--- src/rtl/log_shifter_pkg.sv ---
package log_shifter_pkg;

  // number of bits needed to index v choices (v >= 1)
  function automatic int bits_for(input int v);
    int r;
    r = 0;
    while ((1 << r) < v) r++;
    return r;
  endfunction

  // smallest layer count c with r**c >= n (at least one layer)
  function automatic int layers_for(input int n, input int r);
    int c;
    longint p;
    c = 0;
    p = 1;
    while (p < n) begin
      p = p * r;
      c++;
    end
    if (c == 0) c = 1;
    return c;
  endfunction

  // unit step of layer l: r**l
  function automatic longint step_of(input int r, input int l);
    longint p;
    p = 1;
    for (int i = 0; i < l; i++) p = p * r;
    return p;
  endfunction

endpackage

--- src/rtl/lsh_layer.sv ---
module lsh_layer #(
  parameter int N     = 32,
  parameter int R     = 4,
  parameter longint STEP = 1,
  parameter int DB    = 2
) (
  input  logic [N-1:0]  d_in,
  input  logic [DB-1:0] digit,
  input  logic          fill,
  output logic [N-1:0]  d_out
);
  logic [N-1:0] opt [R];

  for (genvar k = 0; k < R; k++) begin : g_opt
    localparam longint SH = k * STEP;
    if (SH == 0) begin : g_pass
      assign opt[k] = d_in;
    end else if (SH >= N) begin : g_flush
      assign opt[k] = {N{fill}};
    end else begin : g_move
      localparam int SHI = int'(SH);
      assign opt[k] = {{SHI{fill}}, d_in[N-1:SHI]};
    end
  end

  assign d_out = opt[digit];
endmodule

--- src/rtl/lsh_range_guard.sv ---
module lsh_range_guard #(
  parameter int N     = 32,
  parameter int AMT_W = 8
) (
  input  logic [AMT_W-1:0] amt,
  output logic             over
);
  if (longint'(N) >= (longint'(1) << AMT_W)) begin : g_never
    assign over = 1'b0;
  end else begin : g_cmp
    localparam logic [AMT_W-1:0] LIMIT = AMT_W'(N);
    assign over = (amt >= LIMIT);
  end

  always_comb begin
    if (amt == '0) assert (!over) else $error("AST_ZERO_IN_RANGE");
  end
endmodule

--- src/rtl/log_shifter.sv ---
module log_shifter
  import log_shifter_pkg::*;
#(
  parameter int N     = 32,
  parameter int RADIX = 4,
  parameter int AMT_W = 8
) (
  input  logic [N-1:0]     data_i,
  input  logic [AMT_W-1:0] amt_i,
  input  logic [1:0]       mode_i,
  output logic [N-1:0]     data_o
);
  localparam int DB    = bits_for(RADIX);
  localparam int NL    = layers_for(N, RADIX);
  localparam int DIG_W = NL * DB;

  logic          go_right;
  logic          fill_bit;
  logic          over_range;
  logic [N-1:0]  pre_word;
  logic [N-1:0]  post_word;
  logic [N-1:0]  chain_out;
  logic [DIG_W-1:0] amt_digits;
  logic [N-1:0]  stage [NL+1];

  assign go_right = mode_i[0];
  assign fill_bit = mode_i[1] & mode_i[0] & data_i[N-1];

  // left shifts are done as right shifts on a bit-reversed word
  for (genvar i = 0; i < N; i++) begin : g_rev
    assign pre_word[i] = go_right ? data_i[i]    : data_i[N-1-i];
    assign data_o[i]   = go_right ? post_word[i] : post_word[N-1-i];
  end

  if (DIG_W <= AMT_W) begin : g_dig_trunc
    assign amt_digits = amt_i[DIG_W-1:0];
  end else begin : g_dig_pad
    assign amt_digits = {{(DIG_W-AMT_W){1'b0}}, amt_i};
  end

  lsh_range_guard #(.N(N), .AMT_W(AMT_W)) u_guard (
    .amt  (amt_i),
    .over (over_range)
  );

  assign stage[0] = pre_word;
  for (genvar l = 0; l < NL; l++) begin : g_layer
    lsh_layer #(
      .N(N), .R(RADIX), .STEP(step_of(RADIX, l)), .DB(DB)
    ) u_layer (
      .d_in  (stage[l]),
      .digit (amt_digits[l*DB +: DB]),
      .fill  (fill_bit),
      .d_out (stage[l+1])
    );
  end
  assign chain_out = stage[NL];
  assign post_word = over_range ? {N{fill_bit}} : chain_out;

  // port-level properties
  always_comb begin
    if (amt_i == '0)
      assert (data_o == data_i) else $error("AST_ZERO_PASS");
    if ((int'(amt_i) >= N) && (mode_i != 2'b11))
      assert (data_o == '0) else $error("AST_OVER_ZERO");
    if ((int'(amt_i) >= N) && (mode_i == 2'b11))
      assert (data_o == {N{data_i[N-1]}}) else $error("AST_OVER_SIGN");
    if (mode_i == 2'b11)
      assert (data_o[N-1] == data_i[N-1]) else $error("AST_SIGN_KEPT");
    if ((mode_i == 2'b01) && (amt_i != '0))
      assert (data_o[N-1] == 1'b0) else $error("AST_RIGHT_MSB_ZERO");
    if ((mode_i[0] == 1'b0) && (amt_i != '0))
      assert (data_o[0] == 1'b0) else $error("AST_LEFT_LSB_ZERO");
  end
endmodule

--- config.mk ---
export PLATFORM = sky130hd
export DESIGN_NAME = log_shifter
export DESIGN_NICKNAME = d
export VERILOG_FILES = /design/src/rtl/log_shifter_pkg.sv /design/src/rtl/lsh_layer.sv /design/src/rtl/lsh_range_guard.sv /design/src/rtl/log_shifter.sv
export SDC_FILE = /design/constraint.sdc
export NUM_CORES = 1
export LEC_CHECK = 0
export ABC_AREA = 1
export CORE_ASPECT_RATIO = 1.75
export CORE_UTILIZATION = 50
export DETAILED_ROUTE_END_ITERATION = 8
export PLACE_DENSITY = 0.83
export SLEW_MARGIN = 10
export SYNTH_ARGS = -nofsm -noshare
export SYNTH_HDL_FRONTEND = slang
export SYNTH_SLANG_ARGS = --single-unit
--- constraint.sdc ---
create_clock -name vclk -period 1.6
set_input_delay 0.16 -clock vclk [all_inputs]
set_output_delay 0.16 -clock vclk [all_outputs]
set_load 0.02 [all_outputs]
==> impl_summary.md, run 1 <==
Die
The die width is 59.2 um. The number of top-level pins is 74. The die extent in y is 102 um. The floorplan has 36 rows. For this configuration, the core starts out at a cell density of 0.516.

Placed design
The count of input and output buffers is 74. The post-placement worst setup slack is -1.19 ns. The congestion estimate from routability-driven global placement came to 1.03. The cell area after placement is 0.00379 mm2. After legalization and detailed placement, the total HPWL measured 8890 um. After detailed placement, the design holds a cell count of 799.

Clock tree
The number of hold buffers added after CTS is 0.

Status
The flow halted during global routing. The tool reported: "[ERROR GRT-0116] Global routing finished with congestion. Check the congestion regions in the DRC Viewer". The flow did not finish.

Synth
Ranked by total cell area, the synthesized netlist is headed by sky130_fd_sc_hd__nand2_1 45%, sky130_fd_sc_hd__nand3_1 40%, sky130_fd_sc_hd__buf_2 4.2%. The mean area per synthesized cell is 4.33 um2. The synthesized instance count is 661. The cell type with the highest aggregate area in the netlist is sky130_fd_sc_hd__nand2_1. Of the post-synthesis cell area, the dominant cell type holds 0.452.

The share of synthesized area occupied by flip-flops and latches is 0. The synthesized netlist net count is 703. The number of warnings reported in the yosys synthesis log is 0. Summing every instance area after synthesis gives 0.00286 mm2. The post-synthesis cell type count is 18.

Global route
After global routing the overflow that remains totals 29. The wire length of the first global-routing pass is 32,700 um. The via count of the first global-routing pass is 6,286. In the global route stage, overall resource usage came out at 0.709. The maximum number of pins on one net before global-route repair is 33.
==> through the flow <==
step           utilization  hold slack, ns
2_1_floorplan            -           0.693
3_3_place_gp         0.684            1.41
3_5_place_dp         0.684            1.43
4_1_cts              0.914            1.03
==> logic make-up after synthesis <==
family          share of synthesized area
compound gates                    0.00700
buf+inv                             0.119
simple gates                        0.874
==> synth_stat cells <==
library cell and number:
sky130_fd_sc_hd__nand2_1 344, sky130_fd_sc_hd__nand3_1 229, sky130_fd_sc_hd__buf_2 24, sky130_fd_sc_hd__inv_1 22, sky130_fd_sc_hd__buf_1 8, sky130_fd_sc_hd__nor2_1 8
sky130_fd_sc_hd__clkbuf_1 7, sky130_fd_sc_hd__buf_6 4, sky130_fd_sc_hd__buf_4 3, sky130_fd_sc_hd__inv_2 3, sky130_fd_sc_hd__a21oi_1 2, sky130_fd_sc_hd__clkinv_1 1
sky130_fd_sc_hd__nand2_2 1, sky130_fd_sc_hd__nand3_2 1, sky130_fd_sc_hd__nand3b_1 1, sky130_fd_sc_hd__nor2_2 1, sky130_fd_sc_hd__o21ai_0 1, sky130_fd_sc_hd__o21ai_1 1
==> routing by layer <==
metal / global-route usage / overflow
met1: 0.693 / 0
met2: 0.929 / 15
met3: 0.476 / 0
met4: 0.749 / 14
met5: 0.0804 / 0
==> timing repair <==
action / in CTS
resized for setup: 484
gates cloned: 11
pin swaps: 52
endpoints found under the setup margin: 32
buffers inserted: 5
==> inputs of run 2 (changes only) <==
CORE_ASPECT_RATIO = unset   (was 1.75)
CORE_UTILIZATION = 35   (was 50)
PLACE_DENSITY = unset   (was 0.83)
PLACE_DENSITY_LB_ADDON = 0.15   (was unset)
==> run 2 against run 1 <==
Compared with the run above: the flow now finishes, with violations (negative setup slack); synthesized area unchanged; synthesized cell count unchanged.
==> impl_summary.md, run 2 <==
Placed design
The count of input and output buffers is 74 (unchanged). The half-perimeter wire length after detailed placement is 9010 um (+1.4%). The cell count after placement was 820 (+2.6%). The final weighted congestion of routability-driven global placement is 0.991 (-4.0%).

STA
The hold slack is 1.14 ns. The transition time of the tightest slew-check pin is 0.322 ns. The hold violation count in the final report is 0. The setup violation total in the final timing report is 32. The number of max-slew violations in the final report is 0. Setup repair after global routing could not meet its margin everywhere. The worst-case setup margin in the final layout is -0.295 ns. In the finished design, the share of the clock period the worst path needs comes to 1.18. Counting I/O delays and the setup requirement, the final critical path takes 1.90 ns. The relative slew slack is 0.785. Based on the critical path, the design can be clocked at up to 528 MHz.

Global route
Entering global routing, the biggest net connects 33 pins. The initial antenna violation count is 0. The wire length of the first global-routing pass is 22,400 um.

The sum of overflow across all layers after global routing is 0. In the global route stage, overall resource usage came out at 0.322. The via count of the first global-routing pass came to 4,836.

Layout
Of the cells placed in the final design, the portion with a size suffix greater than 1 is 0.438. The design has 0 sequential cells. Relative to the synthesized area, the layout overhead comes to 81.4%. The final core utilization is 0.664. The number of antenna diodes in the final layout is 0. The final net count is 775.

The library cell used most frequently in the layout, excluding fill and tap cells, is sky130_fd_sc_hd__nand2_1. Clock buffers in the final layout number 0. In the layout the commonest cells are 269 x sky130_fd_sc_hd__nand2_1, 139 x sky130_fd_sc_hd__nand3_2, 72 x sky130_fd_sc_hd__nand3_1. The number of non-filler instances in the completed layout is 833. The footprint of the flip-flops and latches is 0 um2.

Route
After detailed routing, the met2 layer carries 6720 um of wire. For this block, the initial DRC count from the detailed router was 416. The final antenna-violating net count is 0.

The wire length on met3 is 1230 um. The count of unresolved DRC violations after routing is 0. Wires add up to 14,500 um. The length of the first detailed-routing pass in iterations is 6.

The final routed wire length divided by cell count is 17.4 um. Across all layers, the routed design uses 5,012 vias. For this block, wires on met1 add up to 5970 um. The detailed router used layers up to and including met4. In the routed layout, each cell is associated on average with a via count of 6.02.

Worst setup path
By startpoint and endpoint, the worst setup path is classified as primary input to output pin. STA puts the critical path data arrival time at 1.74 ns. STA classifies the critical path startpoint as a primary input.

STA classifies the critical path endpoint as an output pin. The critical path data required time is 1.44 ns. The largest driver fanout on the critical path is 8.

Synth
The cell type with the highest aggregate area in the netlist is sky130_fd_sc_hd__nand2_1. The synthesized instance count is 661 (unchanged). The post-synthesis cell type count is 18 (unchanged). The synthesized netlist net count came to 703 (unchanged).

The top-area cell type share of the netlist area is 0.452 (unchanged). By instance count, the leading cell after synthesis is sky130_fd_sc_hd__nand2_1. After synthesis, the most frequently instantiated cells are 344 x sky130_fd_sc_hd__nand2_1, 229 x sky130_fd_sc_hd__nand3_1, 24 x sky130_fd_sc_hd__buf_2, 22 x sky130_fd_sc_hd__inv_1. The post-synth design cell area came to 0.00286 mm2 (unchanged). The share of synthesized area occupied by flip-flops and latches is 0 (unchanged). The mean area per synthesized cell is 4.33 um2 (unchanged). Yosys attributes the largest share of cell area to sky130_fd_sc_hd__nand2_1 45%, sky130_fd_sc_hd__nand3_1 40%, sky130_fd_sc_hd__buf_2 4.2%. The number of warnings reported in the yosys synthesis log came to 0 (unchanged).

Die
The die extent in y came to 92.4 um (-9.5%). The floorplan step defined a die boundary enclosing 0.00853 mm2. The die width was 92.4 um (+56%).

The number of core rows came to 32 (-11%). The number of top-level pins is 74 (unchanged). The initial core utilization was 0.366 (-0.150).

The core region is 0.00781 mm2.

Worst hold path
The worst hold path terminates at data_o[1]. The worst hold path stage count is 6. The path class of the lowest-slack min-delay path is primary input to output pin. The startpoint identified for the worst hold timing path is mode_i[0].

Pwr
The static leakage is 2.79 nW. Across the VDD grid, the largest voltage drop is 0.000151 V. The power density over the cells is 325 mW/mm2.

The total power is 1.69 mW.

Status
The checks that failed: negative setup slack. The flow ran to the end, but the final reports show violations.

Flow run
The total of max-cap violations is 0.

Clock tree
The number of hold buffers added after CTS was 0 (unchanged).
[run 2: cell counts after synthesis]
No cell type changed its count.
[run 2: layout make-up]
type	instances	area, um2
tap	102	128
timing repair inverter	1	6.26
inverter	26	115
fill	717	2620
multi-input combinational	589	3720
timing repair buffer	115	1220
[run 2: per-stage QoR]
| step | setup WS [ns] | setup TNS [ns] | area [um2] |
|---|---|---|---|
| floorplan | 0.0740 | 0 | 2860 |
| global placement | -1.14 | -34.42 | 3780 |
| detailed placement | -1.15 | -34.80 | 3780 |
| CTS | -0.206 | -5.88 | 4840 |
| global route | -0.402 | -11.24 | 5190 |
| finish | -0.295 | -7.89 | 5190 |
[run 2: where the power goes]
part | internal, mW | switching (mW)
sequential | 0 | 0
combinational | 0.636 | 1.05
clock | 0 | 0
total | 0.636 | 1.05
[run 2: logic make-up (layout without fill, tap and decap cells)]
family / count (synthesis) / after routing / share of synthesized area
AOI/OAI and AO/OA: 4 / 4 / 0.00700
and+or+nand+nor: 585 / 585 / 0.874
buffers and inverters: 72 / 142 / 0.119
[run 2: how the worst max path moves through the flow]
stage	from	endpoint	slack, ns
after floorplan	amt_i[1]	data_o[17]	0.07
after global placement	amt_i[0]	data_o[18]	-1.14
after detailed placement	amt_i[0]	data_o[13]	-1.15
after CTS	mode_i[0]	data_o[13]	-0.21
after global routing	mode_i[0]	data_o[5]	-0.40
final	mode_i[0]	data_o[26]	-0.30
[run 2: routing by layer]
layer  vias to the layer above  global-route usage
li1                       2308                   -
met1                      2338               0.411
met2                       294               0.551
met3                        72              0.0435
met4                         0               0.113
met5                         -                   0
[run 2: worst max-delay path: stages]
cell and delay [ns]:
sky130_fd_sc_hd__buf_12 0.11, sky130_fd_sc_hd__inv_8 0.04, sky130_fd_sc_hd__buf_12 0.13, sky130_fd_sc_hd__buf_16 0.14, sky130_fd_sc_hd__nand2_2 0.10, sky130_fd_sc_hd__nand3_2 0.13, sky130_fd_sc_hd__nand3_2 0.12, sky130_fd_sc_hd__nand3_1 0.10
sky130_fd_sc_hd__nand2_1 0.12, sky130_fd_sc_hd__nand2_2 0.07, sky130_fd_sc_hd__nand3_2 0.08, sky130_fd_sc_hd__nand2_1 0.06, sky130_fd_sc_hd__nand2_1 0.07, sky130_fd_sc_hd__nand2_2 0.06, sky130_fd_sc_hd__nand2_1 0.06, sky130_fd_sc_hd__nand2_1 0.05
sky130_fd_sc_hd__buf_4 0.15
[run 2: repair_timing]
item,CTS,global route
endpoints found under the setup margin,32,32
pin swaps,44,26
gates resized for setup,437,86
cloned,9,0
setup buffers,5,0
Note: power is estimated with default switching activity, not from simulation.
==> inputs of run 3 (changes only) <==
SYNTH_HIERARCHICAL = 1   (was unset)
==> run 3 against run 2 <==
Compared with the run above: the run still ends with negative setup slack left; hold slack lost 0.039 ns; synthesized cell count up 21%; flip-flop and latch count unchanged; synthesized area is 22% higher; total power rose by 8.7%; core utilization down 9.6 points; count of clock-buffer cells in the layout is the same; maximum frequency shrank 5.1%; largest power group unchanged; highest routed layer unchanged.
==> impl_summary.md, run 3 <==
Synth
The mean area per synthesized cell is 4.37 um2 (+0.92%). The number of warnings reported in the yosys synthesis log came to 6 (+6). The synthesized netlist net count is 840 (+19%). The synthesized instance count was 798 (+21%). The post-synthesis cell type count is 19 (+1).

The cell type with the highest aggregate area in the netlist is sky130_fd_sc_hd__nand2_1. The post-synth design cell area is 0.00348 mm2 (+22%). In the post-synthesis netlist, the biggest area contributors are sky130_fd_sc_hd__nand2_1 47%, sky130_fd_sc_hd__nand3_1 18%, sky130_fd_sc_hd__inv_1 13%.

After synthesis, the most frequently instantiated cells are 433 x sky130_fd_sc_hd__nand2_1, 126 x sky130_fd_sc_hd__nand3_1, 116 x sky130_fd_sc_hd__inv_1, 38 x sky130_fd_sc_hd__o21ai_0, 19 x sky130_fd_sc_hd__buf_2. Among all cell types in the netlist, the one instantiated most often is sky130_fd_sc_hd__nand2_1. The top-area cell type share of the netlist area is 0.467 (+0.0150). The share of synthesized area occupied by flip-flops and latches was 0 (unchanged).

Die
The die width was 102 um (+10%). The die extent in y is 102 um (+10%). The core region area is 0.00973 mm2 (+25%).

The initial core utilization came to 0.358 (-0.00816). The total die area is 0.0104 mm2 (+21%). The number of top-level pins is 74 (unchanged). The number of core rows is 36 (+13%).

STA
The sum of negative setup slack was -11.27 ns (-3.38 ns). The clock period minus worst slack came to 2.00 ns (+0.103 ns). The share of the cycle needed by the critical path after routing is 1.25 (+0.0643). The number of max-slew violations in the final report is 0 (unchanged). The transition time of the tightest slew-check pin is 0.319 ns (-0.00326 ns). The maximum clock frequency is 501 MHz (-5.1%).

The hold violation count in the final report came to 0 (unchanged). The relative slew slack is 0.787 (+0.00217). The hold slack is 1.10 ns (-0.0389 ns). The worst-case setup margin in the final layout was -0.398 ns (-0.103 ns).

Setup repair after global routing could not meet its margin everywhere. The setup violation total in the final timing report is 32 (unchanged).

Worst hold path
The worst hold path stage count is 6 (unchanged). For hold timing, the worst endpoint is data_o[23]. In this run the most critical hold path is launched from mode_i[0]. The path class of the lowest-slack min-delay path is primary input to output pin.

Global route
The combined global-route utilization of all metal layers came to 0.259 (-0.0632). The via count of the first global-routing pass came to 4,694 (-2.9%). The wire length of the first global-routing pass was 21,800 um (-2.7%). The sum of overflow across all layers after global routing is 0 (unchanged). The initial antenna violation count was 0 (unchanged). The maximum number of pins on one net before global-route repair is 34 (+3.0%).

Layout
The share of final-layout standard cells stronger than drive strength 1 is 0.440 (+0.00224). From synthesis to final layout, the design area changed by 58.7%. The most common cell after layout, fill and taps aside is sky130_fd_sc_hd__nand2_1. The library cells used most frequently in the layout, excluding fill and tap cells, are 306 x sky130_fd_sc_hd__nand2_1, 135 x sky130_fd_sc_hd__nand2_2, 81 x sky130_fd_sc_hd__nand3_1. The final net count is 919 (+19%).

The count of antenna diodes in the layout was 0 (unchanged). The footprint of the flip-flops and latches is 0 um2 (unchanged). The fill cell total of the finished layout came to 1,080 (+51%). The number of clock buffer instances in the layout is 0 (unchanged).

The sequential cell count is 0 (unchanged). The post-route cell area was 0.00553 mm2 (+6.5%).

Route
The count of unresolved DRC violations after routing is 0 (unchanged). The final routed wire length divided by cell count is 13.4 um (-23%). The total wire length after detailed routing came to 13,500 um (-7.2%).

The final antenna-violating net count is 0 (unchanged). The mean number of vias per cell is 4.97 (-17%). The total vias in the final route is 5,011 (-0.020%). The length of the first detailed-routing pass in iterations is 5 (-1). The initial DRC count was 211 (-49%).

Worst setup path
The delay contributed by the slowest stage of the critical path is 0.15 ns (about the same). Counting stages on the worst path, the most repeated cell is sky130_fd_sc_hd__nand2_2. The element type at the critical path end is an output pin.

The kind of cell with the highest combined delay along the critical path is simple AND/OR/NAND/NOR gates. The critical path data required time is 1.44 ns (about the same). The worst setup path is of the primary input to output pin kind. The largest driver fanout on the critical path is 7 (-1). The worst setup path is launched from a primary input. On the critical path, the stage with the largest delay is an instance of sky130_fd_sc_hd__buf_12. The signal on the critical path passes through buf_16 > buf_12 > o21ai_4 > inv_2 > nand2_4 > nand3_2 > nand2_2 > inv_2 > nand2_2 > nand3_2 > nand2_2 > inv_2 > buf_6 > o21ai_2 > nand2_1 > nand2_1 > nand2_1 > nand2_2 > buf_6. The number of buffer and inverter stages on the critical path is 7 (+2).

The worst path arrival time is 1.84 ns (+0.10 ns).

Placed design
The half-perimeter wire length after detailed placement was 9790 um (+8.7%). The final weighted congestion of routability-driven global placement was 0.918 (-7.3%). The cell area after placement is 0.00457 mm2 (+21%). The post-placement worst setup slack is -1.31 ns (-0.158 ns). The count of input and output buffers came to 74 (unchanged).

Pwr
The power density over the cells is 332 mW/mm2 (+2.0%). The static leakage was 3.21 nW (+15%). The total power is 1.83 mW (+8.7%). The peak supply drop is 0.000145 V (-3.9%).

Status
The flow ran to the end, but the final reports show violations. The final reports fail on negative setup slack.

Clock tree
The number of hold buffers added after CTS is 0 (unchanged).

Flow run
The total of max-cap violations is 0 (unchanged).
-- run 3: worst max path at each step --
| stage | end | depth (start not counted) | startpoint |
|---|---|---|---|
| 3_3_place_gp | data_o[4] | 19 | amt_i[0] |
| 3_5_place_dp | data_o[4] | 19 | amt_i[0] |
| 4_1_cts | data_o[8] | 21 | mode_i[0] |
| 6_report | data_o[18] | 19 | mode_i[0] |
| 5_1_grt | data_o[18] | 20 | mode_i[0] |
| 2_1_floorplan | data_o[9] | 20 | mode_i[0] |
-- run 3: per-stage QoR --
stage,std cells,util
global route,1008,0.568
global placement,994,0.470
CTS,1007,0.539
finish,1008,0.568
detailed placement,994,0.470
floorplan,798,-
-- run 3: metal layers --
| layer | GRT usage | vias to the layer above | wire (um) |
|---|---|---|---|
| li1 | - | 2570 | - |
| met2 | 0.443 | 127 | 6280 |
| met5 | 0 | - | 0 |
| met3 | 0.00828 | 28 | 434 |
| met1 | 0.364 | 2286 | 6460 |
| met4 | 0.0468 | 0 | 287 |
-- run 3: timing repair --
item	4_1_cts	5_1_grt
setup endpoints to repair	32	32
gates cloned	8	1
resized for setup	417	95
setup buffers	5	0
pin swaps	133	49
-- run 3: logic make-up (layout without fill, tap and decap cells) --
logic type             Yosys count  count (layout)  synth area share
AO/OA/AOI/OAI                   48              48            0.0797
buffers and inverters          174             251             0.234
AND/OR/NAND/NOR                576             576             0.686
-- run 3: area by class of cell --
class	count	area, um2	area share
Timing Repair Buffer	126	1440	0.261
Tap cell	133	166	0.0301
Inverter	123	512	0.0926
Timing Repair inverter	2	17.5	0.00317
Multi-Input combinational cell	624	3390	0.613
-- run 3: tightest hold or removal path, delay by kind of cell --
family	cells	cell delay, ns
buffers and inverters	4	0.61
AND/OR/NAND/NOR	2	0.17
-- run 3: report_power, final --
part	switching [mW]	internal (mW)	total, mW
Clock	0	0	0
Sequential	0	0	0
Combinational	1.10	0.738	1.83
Total	1.10	0.738	1.83
==> inputs of run 4 (changes only) <==
DONT_BUFFER_PORTS = 1   (was unset)
SYNTH_HIERARCHICAL = unset   (was 1)
==> run 4 against run 3 <==
Compared with the run above: the flow now finishes without violations; global-route usage down 0.26 points; hold slack worse by 0.61 ns; cell count down 27%; combinational power down 34%; worst setup slack better by 0.40 ns; die area down 18%; sequential share of layout area unchanged; via count down 13%; final area down 28%; wire length down 9.9%.
==> impl_summary.md, run 4 (synthesized netlist as in run 2, its figures left out) <==
Die
The number of top-level pins came to 74 (unchanged). The initial core utilization is 0.366 (+0.00816). The total die area is 0.00853 mm2 (-18%). The number of core rows is 32 (-11%).

The die width came to 92.4 um (-9.2%). The core region area was 0.00781 mm2 (-20%). The die extent in y is 92.4 um (-9.2%).

STA
The transition time of the tightest slew-check pin is 0.635 ns (+0.316 ns). The relative slew slack is 0.574 (-0.214). The worst-case setup margin in the final layout is 0.00524 ns (+0.403 ns). The share of the cycle needed by the critical path after routing came to 0.997 (-0.252). The hold slack was 0.488 ns (-0.613 ns).

The clock period minus worst slack is 1.59 ns (-0.403 ns). The hold violation count in the final report was 0 (unchanged). The maximum clock frequency is 627 MHz (+25%). The setup violation total in the final timing report is 0 (-100%). Setup repair after global routing could not meet its margin everywhere. The number of max-slew violations in the final report is 0 (unchanged).

Worst setup path
The critical path goes through inv_16 > buf_12 > nand2_1 > nand3_2 > nand3_2 > nand3_2 > nand3_1 > nand2_1 > inv_1 > nand2_1 > nand2_1 > nand2_1 > nand2_1 > nand2_2. The worst path arrival time is 1.43 ns (-0.41 ns). The critical path startpoint category is a primary input. In this design, the critical path's most frequently occurring cell is sky130_fd_sc_hd__nand2_1. The largest driver fanout on the critical path is 66 (+59).

The critical path data required time is 1.44 ns (about the same). The standard cell with the maximum stage delay on the critical path is sky130_fd_sc_hd__buf_12. The critical setup path kind is primary input to output pin. The element type at the critical path end is an output pin.

The delay contributed by the slowest stage of the critical path came to 0.14 ns (about the same).

Route
The total wire length after detailed routing is 12,100 um (-9.9%). The mean number of vias per cell is 5.90 (+19%). The length of the first detailed-routing pass in iterations came to 6 (+1). The initial DRC count is 401 (+90%). The count of unresolved DRC violations after routing is 0 (unchanged). The final antenna-violating net count is 0 (unchanged). The final routed wire length divided by cell count is 16.5 um (+23%). The total vias in the final route is 4,343 (-13%).

Layout
The number of non-filler instances in the completed layout is 736 (-27%). The number of clock buffer instances in the layout is 0 (unchanged). The final net count is 678 (-26%). The footprint of the flip-flops and latches is 0 um2 (unchanged).

The sequential cell count is 0 (unchanged). Compared with the post-synthesis result, the final layout area differs by 40.0%. The area used by multi-input combinational logic is 0.00344 mm2 (+1.6%). The share of final-layout standard cells stronger than drive strength 1 is 0.364 (-0.0756). The fill cell total of the finished layout came to 850 (-21%).

The library cell used most frequently in the layout, excluding fill and tap cells, is sky130_fd_sc_hd__nand2_1. The count of antenna diodes in the layout is 0 (unchanged). The top cell types in the final layout, fill and taps aside, are 268 x sky130_fd_sc_hd__nand2_1, 124 x sky130_fd_sc_hd__nand3_2, 101 x sky130_fd_sc_hd__nand3_1.

Clock tree
The number of hold buffers added after CTS is 0 (unchanged).

Global route
The maximum number of pins on one net before global-route repair is 67 (+97%). The wire length of the first global-routing pass is 18,300 um (-16%). The initial antenna violation count was 0 (unchanged). The sum of overflow across all layers after global routing is 0 (unchanged). The via count of the first global-routing pass was 3,990 (-15%). The combined global-route utilization of all metal layers is 0.256 (-0.00262).

Placed design
The half-perimeter wire length after detailed placement was 8160 um (-17%). The count of input and output buffers is 0 (-100%). The cell count after placement came to 730 (-27%). The post-placement worst setup slack is -0.109 ns (+1.20 ns). The final weighted congestion of routability-driven global placement came to 0.925 (+0.73%).

Worst hold path
The worst hold path terminates at data_o[28]. The startpoint identified for the worst hold timing path is mode_i[0]. The path class of the lowest-slack min-delay path is primary input to output pin. The worst hold path stage count is 2 (-4).

Status
The run finished with clean final reports.

Pwr
The static leakage is 2.13 nW (-34%). The peak supply drop is 0.000131 V (-10%). The power density over the cells is 300 mW/mm2 (-9.7%).

Flow run
The total of max-cap violations is 0 (unchanged).
==> run 4: power breakdown <==
group | switching [mW] | internal (mW)
registers | 0 | 0
clock network | 0 | 0
logic | 0.781 | 0.418
total | 0.781 | 0.418
==> run 4: cell type report <==
class / count / share of cell area
Inverter: 26 / 0.0313
Timing Repair Buffer: 19 / 0.0763
Multi-Input combinational cell: 589 / 0.861
Tap cell: 102 / 0.0319
==> run 4: worst max-delay path by stage <==
stage,from,to,slack [ns],cells after the start
5_1_grt,mode_i[0],data_o[24],-0.11,14
4_1_cts,mode_i[0],data_o[13],-0.01,14
3_3_place_gp,mode_i[0],data_o[13],-0.09,14
6_report,mode_i[0],data_o[5],0.005,14
2_1_floorplan,amt_i[1],data_o[17],0.07,15
3_5_place_dp,mode_i[0],data_o[3],-0.11,16
==> run 4: per-layer routing <==
layer,part of all wire,up-vias,track usage
met3,0.058,34,0.0255
met1,0.42,2043,0.328
li1,-,2105,-
met4,0.029,0,0.0599
met5,0,-,0
met2,0.49,161,0.457
==> run 4: metrics by stage <==
step	utilization	TNS (ns)	total power, mW	cell area (um2)
after floorplan	-	0	0.777	2860
after global placement	0.372	-1.44	0.898	2900
after detailed placement	0.372	-2.05	0.900	2900
after CTS	0.400	-0.0232	0.963	3120
after global routing	0.513	-2.53	1.31	4000
final	0.513	0	1.20	4000
==> run 4: what timing repair did <==
| action | 4_1_cts | 5_1_grt |
|---|---|---|
| setup buffers | 0 | 1 |
| resized for setup | 52 | 183 |
| pin swaps | 10 | 50 |
| endpoints found under the setup margin | 32 | 32 |
| gates cloned | 2 | 3 |
==> run 4: worst max-delay path, delay by kind of cell <==
kind | cells | cell delay, ns
AND/OR/NAND/NOR | 11 | 1.01
buffers and inverters | 3 | 0.24
